## src/rtl/abus_pkg.sv

```systemverilog
package abus_pkg;

  typedef enum logic [1:0] {
    CYC_READ   = 2'b00,
    CYC_RDPAUS = 2'b01,
    CYC_WWORD  = 2'b10,
    CYC_WBYTE  = 2'b11
  } abus_cyc_e;

  typedef enum logic {
    ST_IDLE = 1'b0,
    ST_ACK  = 1'b1
  } abus_state_e;

  // true when a byte address lies in [base, base + 2*nregs)
  function automatic logic in_window(input logic [17:0] a,
                                     input logic [17:0] base,
                                     input int unsigned nregs);
    logic [18:0] top;
    top = {1'b0, base} + 19'(2 * nregs);
    return ({1'b0, a} >= {1'b0, base}) && ({1'b0, a} < top);
  endfunction

  // register number for a byte address inside the window
  function automatic logic [17:0] word_index(input logic [17:0] a,
                                             input logic [17:0] base);
    logic [17:0] off;
    off = a - base;
    return {1'b0, off[17:1]};
  endfunction

  // byte-lane enables for a two-lane data path
  function automatic logic [1:0] lane_mask(input logic [1:0] ctl,
                                           input logic a0);
    logic [1:0] m;
    if (ctl == CYC_WBYTE) begin
      m = 2'b00;
      m[a0] = 1'b1;
    end else begin
      m = 2'b11;
    end
    return m;
  endfunction

endpackage

```

## src/rtl/abus_sync.sv

```systemverilog
module abus_sync #(
  parameter int W = 2
) (
  input  logic         clk,
  input  logic         rst_n,
  input  logic [W-1:0] d,
  output logic [W-1:0] q
);
  logic [W-1:0] s1_q, s2_q;

  always_ff @(posedge clk or negedge rst_n) begin
    if (!rst_n) begin
      s1_q <= '0;
      s2_q <= '0;
    end else begin
      s1_q <= d;
      s2_q <= s1_q;
    end
  end

  assign q = s2_q;
endmodule

```

## src/rtl/abus_decode.sv

```systemverilog
module abus_decode
  import abus_pkg::*;
#(
  parameter int          ADDR_W = 18,
  parameter int          NREGS  = 8,
  parameter logic [17:0] BASE   = 18'h3FF00,
  localparam int         IDX_W  = (NREGS > 1) ? $clog2(NREGS) : 1
) (
  input  logic [ADDR_W-1:0] addr,
  output logic              hit,
  output logic [IDX_W-1:0]  idx
);
  logic [17:0] full_idx;

  assign hit      = in_window(addr, BASE, NREGS);
  assign full_idx = word_index(addr, BASE);
  assign idx      = full_idx[IDX_W-1:0];
endmodule

```

## src/rtl/abus_regfile.sv

```systemverilog
module abus_regfile #(
  parameter  int DATA_W = 16,
  parameter  int NREGS  = 8,
  localparam int IDX_W  = (NREGS > 1) ? $clog2(NREGS) : 1,
  localparam int LANES  = DATA_W / 8
) (
  input  logic              clk,
  input  logic              rst_n,
  input  logic              we,
  input  logic [LANES-1:0]  be,
  input  logic [IDX_W-1:0]  idx,
  input  logic [DATA_W-1:0] wdata,
  output logic [DATA_W-1:0] rdata
);
  logic [NREGS-1:0][DATA_W-1:0] mem_q;

  for (genvar r = 0; r < NREGS; r++) begin : g_reg
    for (genvar l = 0; l < LANES; l++) begin : g_lane
      always_ff @(posedge clk or negedge rst_n) begin
        if (!rst_n)
          mem_q[r][l*8 +: 8] <= '0;
        else if (we && be[l] && idx == IDX_W'(r))
          mem_q[r][l*8 +: 8] <= wdata[l*8 +: 8];
      end
    end
  end

  assign rdata = mem_q[idx];


  no_stray_write_chk: assert property (@(posedge clk) disable iff (!rst_n)
    !$past(we) |-> $stable(mem_q));
endmodule

```

## src/rtl/abus_target.sv

```systemverilog
module abus_target
  import abus_pkg::*;
#(
  parameter  int          ADDR_W = 18,
  parameter  int          DATA_W = 16,
  parameter  int          NREGS  = 8,
  parameter  logic [17:0] BASE   = 18'h3FF00,
  localparam int          IDX_W  = (NREGS > 1) ? $clog2(NREGS) : 1,
  localparam int          LANES  = DATA_W / 8
) (
  input  logic              clk,
  input  logic              rst_n,
  input  logic [ADDR_W-1:0] bus_addr,
  input  logic [1:0]        bus_ctl,
  input  logic [DATA_W-1:0] bus_wdata,
  input  logic              bus_msync,
  input  logic              bus_pwrfail,
  output logic [DATA_W-1:0] bus_rdata,
  output logic              bus_ssync
);
  logic              msync_s, pf_s;
  logic              hit;
  logic [IDX_W-1:0]  idx;
  logic [DATA_W-1:0] rd_word;
  logic [LANES-1:0]  be;
  logic              is_write, lock_block, start_evt, wr_en;
  abus_state_e       state_q;
  logic              ssync_q, lock_q;
  logic [IDX_W-1:0]  lock_idx_q;
  logic [DATA_W-1:0] rdata_q;

  abus_sync #(.W(2)) u_sync (
    .clk(clk), .rst_n(rst_n),
    .d({bus_pwrfail, bus_msync}),
    .q({pf_s, msync_s})
  );

  abus_decode #(.ADDR_W(ADDR_W), .NREGS(NREGS), .BASE(BASE)) u_dec (
    .addr(bus_addr), .hit(hit), .idx(idx)
  );

  // named internal events
  assign is_write   = bus_ctl[1];
  assign lock_block = lock_q && !(is_write && idx == lock_idx_q);
  assign start_evt  = (state_q == ST_IDLE) && msync_s && hit && !lock_block;
  assign wr_en      = start_evt && is_write && !pf_s;
  assign be         = lane_mask(bus_ctl, bus_addr[0]);

  abus_regfile #(.DATA_W(DATA_W), .NREGS(NREGS)) u_rf (
    .clk(clk), .rst_n(rst_n),
    .we(wr_en), .be(be), .idx(idx),
    .wdata(bus_wdata), .rdata(rd_word)
  );

  always_ff @(posedge clk or negedge rst_n) begin
    if (!rst_n) begin
      state_q    <= ST_IDLE;
      ssync_q    <= 1'b0;
      lock_q     <= 1'b0;
      lock_idx_q <= '0;
      rdata_q    <= '0;
    end else begin
      case (state_q)
        ST_IDLE: if (start_evt) begin
          state_q <= ST_ACK;
          ssync_q <= 1'b1;
          if (!is_write) rdata_q <= rd_word;
          if (abus_cyc_e'(bus_ctl) == CYC_RDPAUS) begin
            lock_q     <= 1'b1;
            lock_idx_q <= idx;
          end else if (is_write) begin
            lock_q <= 1'b0;
          end
        end
        ST_ACK: if (!msync_s) begin
          state_q <= ST_IDLE;
          ssync_q <= 1'b0;
        end
        default: state_q <= ST_IDLE;
      endcase
    end
  end

  assign bus_ssync = ssync_q;
  assign bus_rdata = rdata_q;


  ack_after_strobe_chk: assert property (@(posedge clk) disable iff (!rst_n)
    $rose(ssync_q) |-> $past(msync_s));

  hold_until_release_chk: assert property (@(posedge clk) disable iff (!rst_n)
    $fell(ssync_q) |-> !$past(msync_s));

  window_only_chk: assert property (@(posedge clk) disable iff (!rst_n)
    $rose(ssync_q) |-> $past(hit));

  unlock_by_write_chk: assert property (@(posedge clk) disable iff (!rst_n)
    $fell(lock_q) |-> $past(start_evt && is_write));

  lock_same_reg_chk: assert property (@(posedge clk) disable iff (!rst_n)
    (lock_q && start_evt) |-> (idx == lock_idx_q));
endmodule

```

## config.mk

```make
export PLATFORM = sky130hd
export DESIGN_NAME = abus_target
export DESIGN_NICKNAME = d
export VERILOG_FILES = /design/src/rtl/abus_pkg.sv /design/src/rtl/abus_sync.sv /design/src/rtl/abus_decode.sv /design/src/rtl/abus_regfile.sv /design/src/rtl/abus_target.sv
export SDC_FILE = /design/constraint.sdc
export NUM_CORES = 1
export LEC_CHECK = 0
export ABC_AREA = 1
export BUFFER_PORTS_ARGS = -buffer_cell sky130_fd_sc_hd__buf_2
export CAP_MARGIN = 10
export CELL_PAD_IN_SITES_DETAIL_PLACEMENT = 1
export CELL_PAD_IN_SITES_GLOBAL_PLACEMENT = 1
export CORE_MARGIN = 4
export CORE_UTILIZATION = 41
export DETAILED_ROUTE_END_ITERATION = 6
export PLACE_DENSITY = 0.73
export REMOVE_ABC_BUFFERS = 1
export SLEW_MARGIN = 20
export SYNTH_ARGS = -nofsm -noshare
export SYNTH_HDL_FRONTEND = slang
export SYNTH_SLANG_ARGS = --single-unit
```

## constraint.sdc

```tcl
create_clock -name clk -period 1.8 [get_ports clk]
set_input_delay 0.18 -clock clk [delete_from_list [all_inputs] [get_ports clk]]
set_output_delay 0.18 -clock clk [all_outputs]
set_load 0.005 [all_outputs]
```

Word level (Yosys, flattened, before mapping)
Cells that the tools add are included.
{"block": "word_totals", "in_bits": 40, "register_bits": 154, "wordCells": 92, "out_inout_bits": 17}
{"block": "op_classes", "bitwise_logic": 2, "addsub": 1, "n_eq_ne": 12, "n_reduce_logical": 36, "n_mux": 13, "n_lt_le_gt_ge": 5}
{"cell": "binary-select mux 16 bit (select 3 bit)", "n": 1}
{"cell": "logical AND 1 bit", "n": 27}
{"cell": ">= comparator 18 bit (second input constant)", "n": 1}
{"cell": "less-than comparator 18 bit (second input constant)", "n": 1}
{"cell": "two-way mux 16 bit", "n": 1}
{"cell": "== test 3 bit (second input constant)", "n": 4}
{"cell": "AND reduction 3 bit", "n": 3}
{"cell": "two-way mux 1 bit", "n": 7}
{"cell": "== test 3 x 2 -> 1 bit (second input constant)", "n": 2}
{"cell": "less-than comparator 3 x 4 -> 1 bit (second input constant)", "n": 1}
{"cell": "inequality test 2 bit (second input constant)", "n": 2}
{"cell": "case mux 1 bit (2 select lines)", "n": 2}
{"cell": "subtractor 4 x 1 -> 4 bit (second input constant)", "n": 1}
{"cell": "== test 3 x 1 -> 1 bit (second input constant)", "n": 1}
{"cell": "== test 3 bit", "n": 1}
{"cell": "logical NOT 1 bit", "n": 3}
{"cell": "logical NOT 3 bit", "n": 1}
{"cell": "== test 2 x 1 -> 1 bit (second input constant)", "n": 1}
{"cell": "== test 2 bit (second input constant)", "n": 1}
{"cell": "less-than comparator 1 x 2 -> 1 bit (second input constant)", "n": 1}
{"cell": "two-way mux 2 bit", "n": 1}
{"cell": "inverter 1 bit", "n": 2}
{"cell": "AND reduction 2 bit", "n": 1}
{"cell": "nonzero test 2 bit", "n": 1}
{"cell": "2 further kinds", "n": 2}

Logic depth before layout (Yosys ltp)
{"block": "logic_depth", "depth_word": 11, "mapped_depth": 13, "depth_no_buf": 11}

By module
Synthesis repeated with hierarchy kept, for this count alone.
{"block": "unflattened", "hier_cells": 951, "area_unflattened_um2": 7211.9}
{"mod": "abus_regfile", "n_inst": 1, "cells_each": 808, "seq_area_each_um2": 3203.1, "area_each_um2": 6014.5}
{"mod": "abus_target", "n_inst": 1, "cells_each": 123, "seq_area_each_um2": 550.5, "area_each_um2": 1024.7}
{"mod": "abus_sync", "n_inst": 1, "cells_each": 4, "seq_area_each_um2": 100.1, "area_each_um2": 100.1}
{"mod": "abus_decode", "n_inst": 1, "cells_each": 16, "seq_area_each_um2": 0.0, "area_each_um2": 72.6}

Worst setup path after synthesis
Ideal clock, no wire load.
{"block": "synth_path", "path_kind": "register to register", "startpoint": "register state_q", "endpoint": "register rdata_q[11], in the netlist bus_rdata[11]", "arrival_ns": 1.534, "synth_period_minus_slack_ns": 1.662, "slack_ns": 0.138, "path_stages_with_launch": 13, "cell_sequence": "dfrtp_1 > inv_1 > nand2_1 > nor2_1 > nand2_1 > nor2_1 > nand2_1 > nor2_2 > inv_2 > buf_2 > buf_2 > nand2_1 > o21ai_1"}
{"block": "synth_via", "elab_chain_cells": 5}
{"item": "start, declared", "line_no": "abus_target.sv:27", "rtl": "abus_state_e state_q;"}
{"item": "start signal, assigned", "line_no": "abus_target.sv:57", "rtl": "state_q <= ST_IDLE;"}
{"item": "start signal, assigned", "line_no": "abus_target.sv:65", "rtl": "state_q <= ST_ACK;"}
{"item": "start signal, assigned", "line_no": "abus_target.sv:76", "rtl": "state_q <= ST_IDLE;"}
{"item": "inverter 1 bit (*)"}
{"item": "logical AND 1 bit (3 in series)", "line_no": "abus_target.sv:45", "rtl": "assign start_evt = (state_q == ST_IDLE) && msync_s && hit && !lock_block;"}
{"item": "AND reduction 3 bit (no line) (*)"}
{"item": "end signal, assigned", "line_no": "abus_target.sv:67", "rtl": "if (!is_write) rdata_q <= rd_word;"}
{"item": "end, declared", "line_no": "abus_target.sv:30", "rtl": "logic [DATA_W-1:0] rdata_q;"}
Mark *: on every way between the ends. The rest lies on a longest branch, timed or not.
A chain may end at the register's enable or synchronous reset.

Final worst setup path
{"block": "layout_path", "startpoint": "register state_q", "endpoint": "register u_rf.mem_q[46] (netlist bit)"}
{"block": "layout_via", "elab_chain_cells": 8}
{"item": "inverter 1 bit"}
{"item": "logical AND 1 bit (3 in series)", "line_no": "abus_target.sv:45"}
{"item": "logical AND 1 bit (2 in series)", "line_no": "abus_target.sv:46", "rtl": "assign wr_en = start_evt && is_write && !pf_s;"}
{"item": "logical AND 1 bit (2 in series)", "line_no": "abus_regfile.sv:22", "rtl": "else if (we && be[l] && idx == IDX_W'(r))"}
{"item": "end signal, assigned by index", "line_no": "abus_regfile.sv:23", "rtl": "mem_q[r][l*8 +: 8] <= wdata[l*8 +: 8];"}
{"item": "end, declared", "line_no": "abus_regfile.sv:15", "rtl": "logic [NREGS-1:0][DATA_W-1:0] mem_q;"}
No other way between the ends.

==> flow_summary.toml <==
[timing]
slew_viol_final = 0
period_share = 0.994
fin_skew_ns = 0.00669
slew_headroom = 0.373
hold_viol = 0
final.setup.worst_slack_ns = 0.0106
fin_crit_ns = 1.79
clock.fmax_ghz = 0.559
finalSetupViolCount = 0
rsz0062_at_grt = "true"
tightest_slew_ns = 0.939
tns_ns = 0

[routing]
routedWlPerCell_um = 20.6
routed_wl_mm = 28.3
drtPass1Iterations = 5
vias_per_cell = 5.34
num_vias = 7365
drt_iter0_markers = 584
ant_nets = 0
drc_errors = 0

[finish]
final_common_cell = "nand2_1"
antenna_cells = 0
most-common-layout-cells = "nand2_1, dfrtp_1, inv_1"
drive_above_1_share = 0.154
layoutNonFillerInstCount = 1379
area_growth_syn_to_layout_pct = 20.7
fin_nets = 1141

[cts]
clk_latency_ns = 0.43
cts_tree = "yes"
clkTransAtPathRegs_ns = 0.06
clock-sinks = 154
cts_buffers = 17
htreeDepth = 4
cts_root_buffer = "clkbuf_16"
clk_path_buf_depth = 2

[critical_path]
crit_path_cell_trace = "inv_2, nand2_1, nor2_1, nand2_1, nor2_4, buf_6, nand4_1, buf_6, buf_6, o21bai_1, nand2_1"
crit_slowest_cell = "dfrtp_1"
cp_num_buf_inv = 4
critical-path-max-stage-delay_ns = 0.39
cp_data_required_time_ns = 2.11
end_kind = "flip-flop"
r2r-start = "state_q"
crit_path_start = "state_q"
criticalPathCategory = "reg2reg"
cp_max_fo = 16
crit_family = "simple AND/OR/NAND/NOR gates"
cp.arrival_ns = 2.10
cp-start-kind = "flip-flop"
timing.reg2reg.setup_slack_ns = 0.01

[global_routing]
grt_max_degree = 65
track_usage = 0.251
antenna_found_initial = 0
grt_pass1_vias = 7550
grt_overflow_total = 0
grt_pass1_wl_mm = 43.0

[synthesis]
synth_area_mm2 = 0.00810
synth_top_area_share = 0.476
ys_ff_latch = 154
yosys_warnings = 0
syn_inst = 1040
synth.area.top_cells = "dfrtp_1, nand2_1, o21bai_1, nand3_1, inv_1"
synth_cell_types = 20
postSynthAreaPerCell_um2 = 7.79
ys_seq_area_frac = 0.476
yosysTopAreaCell = "dfrtp_1"

[floorplanning]
io-pin-count = 57
design.core.area_mm2 = 0.0195
fp.dieArea_mm2 = 0.0221
die_height_um = 149
dieWidth_um = 149
row_count = 51
start_util = 0.416

[flow_run]
maxCapViolCount = 0

[placed_design]
place_hpwl_mm = 16.0
place_ws_ns = 0.00283
portBuffers = 56
place.gp.congestion = 0.773
place_inst = 1332

[worst_hold_path]
hold_path.class = "in2reg"
min_from = "bus_ctl[0]"

[pwr]
p_per_area_mw_per_mm2 = 802
worst_ir_drop_vdd_uv = 576
leakagePower_uw = 0.00475

[outcome]
outcome = "completed"
## final timing paths
path                                        to  cells past startpoint
worst max register to register  u_rf.mem_q[46]                     11
worst min register to register     u_sync.q[1]                      0
worst min-delay path                    lock_q                      3
min in group asynchronous       u_rf.mem_q[10]                      2
max in group asynchronous       u_rf.mem_q[91]                      3
worst max-delay path            u_rf.mem_q[46]                     11
## power breakdown
part | leakage (µW) | internal [µW] | switching [µW]
combinational | 0.00299 | 171 | 456
clock | 0.000296 | 2250 | 1500
sequential | 0.00147 | 3470 | 2.04
## sequential cells by signal (all words and copies together) (netlist names)
signal and cells:
u_rf.mem_q 128, bus_rdata 16, lock_idx_q 3, u_sync.q 2
u_sync.s1_q 2, bus_ssync 1, lock_q 1, state_q 1
## layout make-up
type | instances | area [µm²]
clock inverter | 12 | 148
inverter | 158 | 598
clock buffer | 20 | 457
tap | 265 | 332
fill | 2377 | 9690
sequential | 154 | 3850
timing repair buffer | 115 | 1000
multi-input combinational | 655 | 3390
## through the flow
step	util	area [µm²]	hold WS, ns	total power, µW
4_1_cts	0.489	9510	0.0200	7890
5_1_grt	0.502	9780	0.0314	8120
3_5_place_dp	0.456	8870	0.156	4150
6_report	0.502	9780	0.0350	7840
3_3_place_gp	0.456	8870	0.162	4140
2_1_floorplan	-	7780	-0.116	3750
## synthesized netlist by cell type (all sizes together)
library cell	instances
dfrtp	154
mux2i	13
nand4	29
clkinv	1
buf	19
a21oi	6
nand3	140
nand2	292
a22oi	1
o21ai	23
inv	157
clkbuf	54
o21bai	128
nor2	23
## worst reg2reg max path: cells and delay by family, from the launching register on
kind                   cells  cell delay [ns]
AOI/OAI and AO/OA          1             0.16
buffers and inverters      4             0.54
DFF                        1             0.39
and+or+nand+nor            6             0.57
## per-layer routing
| metal | wire [µm] | vias up | global-route usage |
|---|---|---|---|
| li1 | - | 3416 | - |
| met1 | 12700 | 3711 | 0.349 |
| met2 | 13500 | 214 | 0.414 |
| met3 | 1760 | 24 | 0.0448 |
| met4 | 375 | 0 | 0.0540 |
| met5 | 0 | - | 0 |
## cell families (layout without fill, tap and decap cells)
logic type             Yosys count  in the layout  share of synthesized area
AOI/OAI and AO/OA              158            158                      0.138
buffers and inverters          231            305                      0.112
DFF                            154            154                      0.476
muxes                           13             13                     0.0161
and+or+nand+nor                484            484                      0.259
## repair_timing
item | 4_1_cts | 5_1_grt
hold buffers | 3 | 0
setup buffers | 0 | 5
gates cloned | 0 | 7
pin swaps | 0 | 5
resized for setup | 1 | 14
setup endpoints to repair | 1 | 140
hold endpoints to repair | 41 | 0
(Power assumes the default switching activity.)
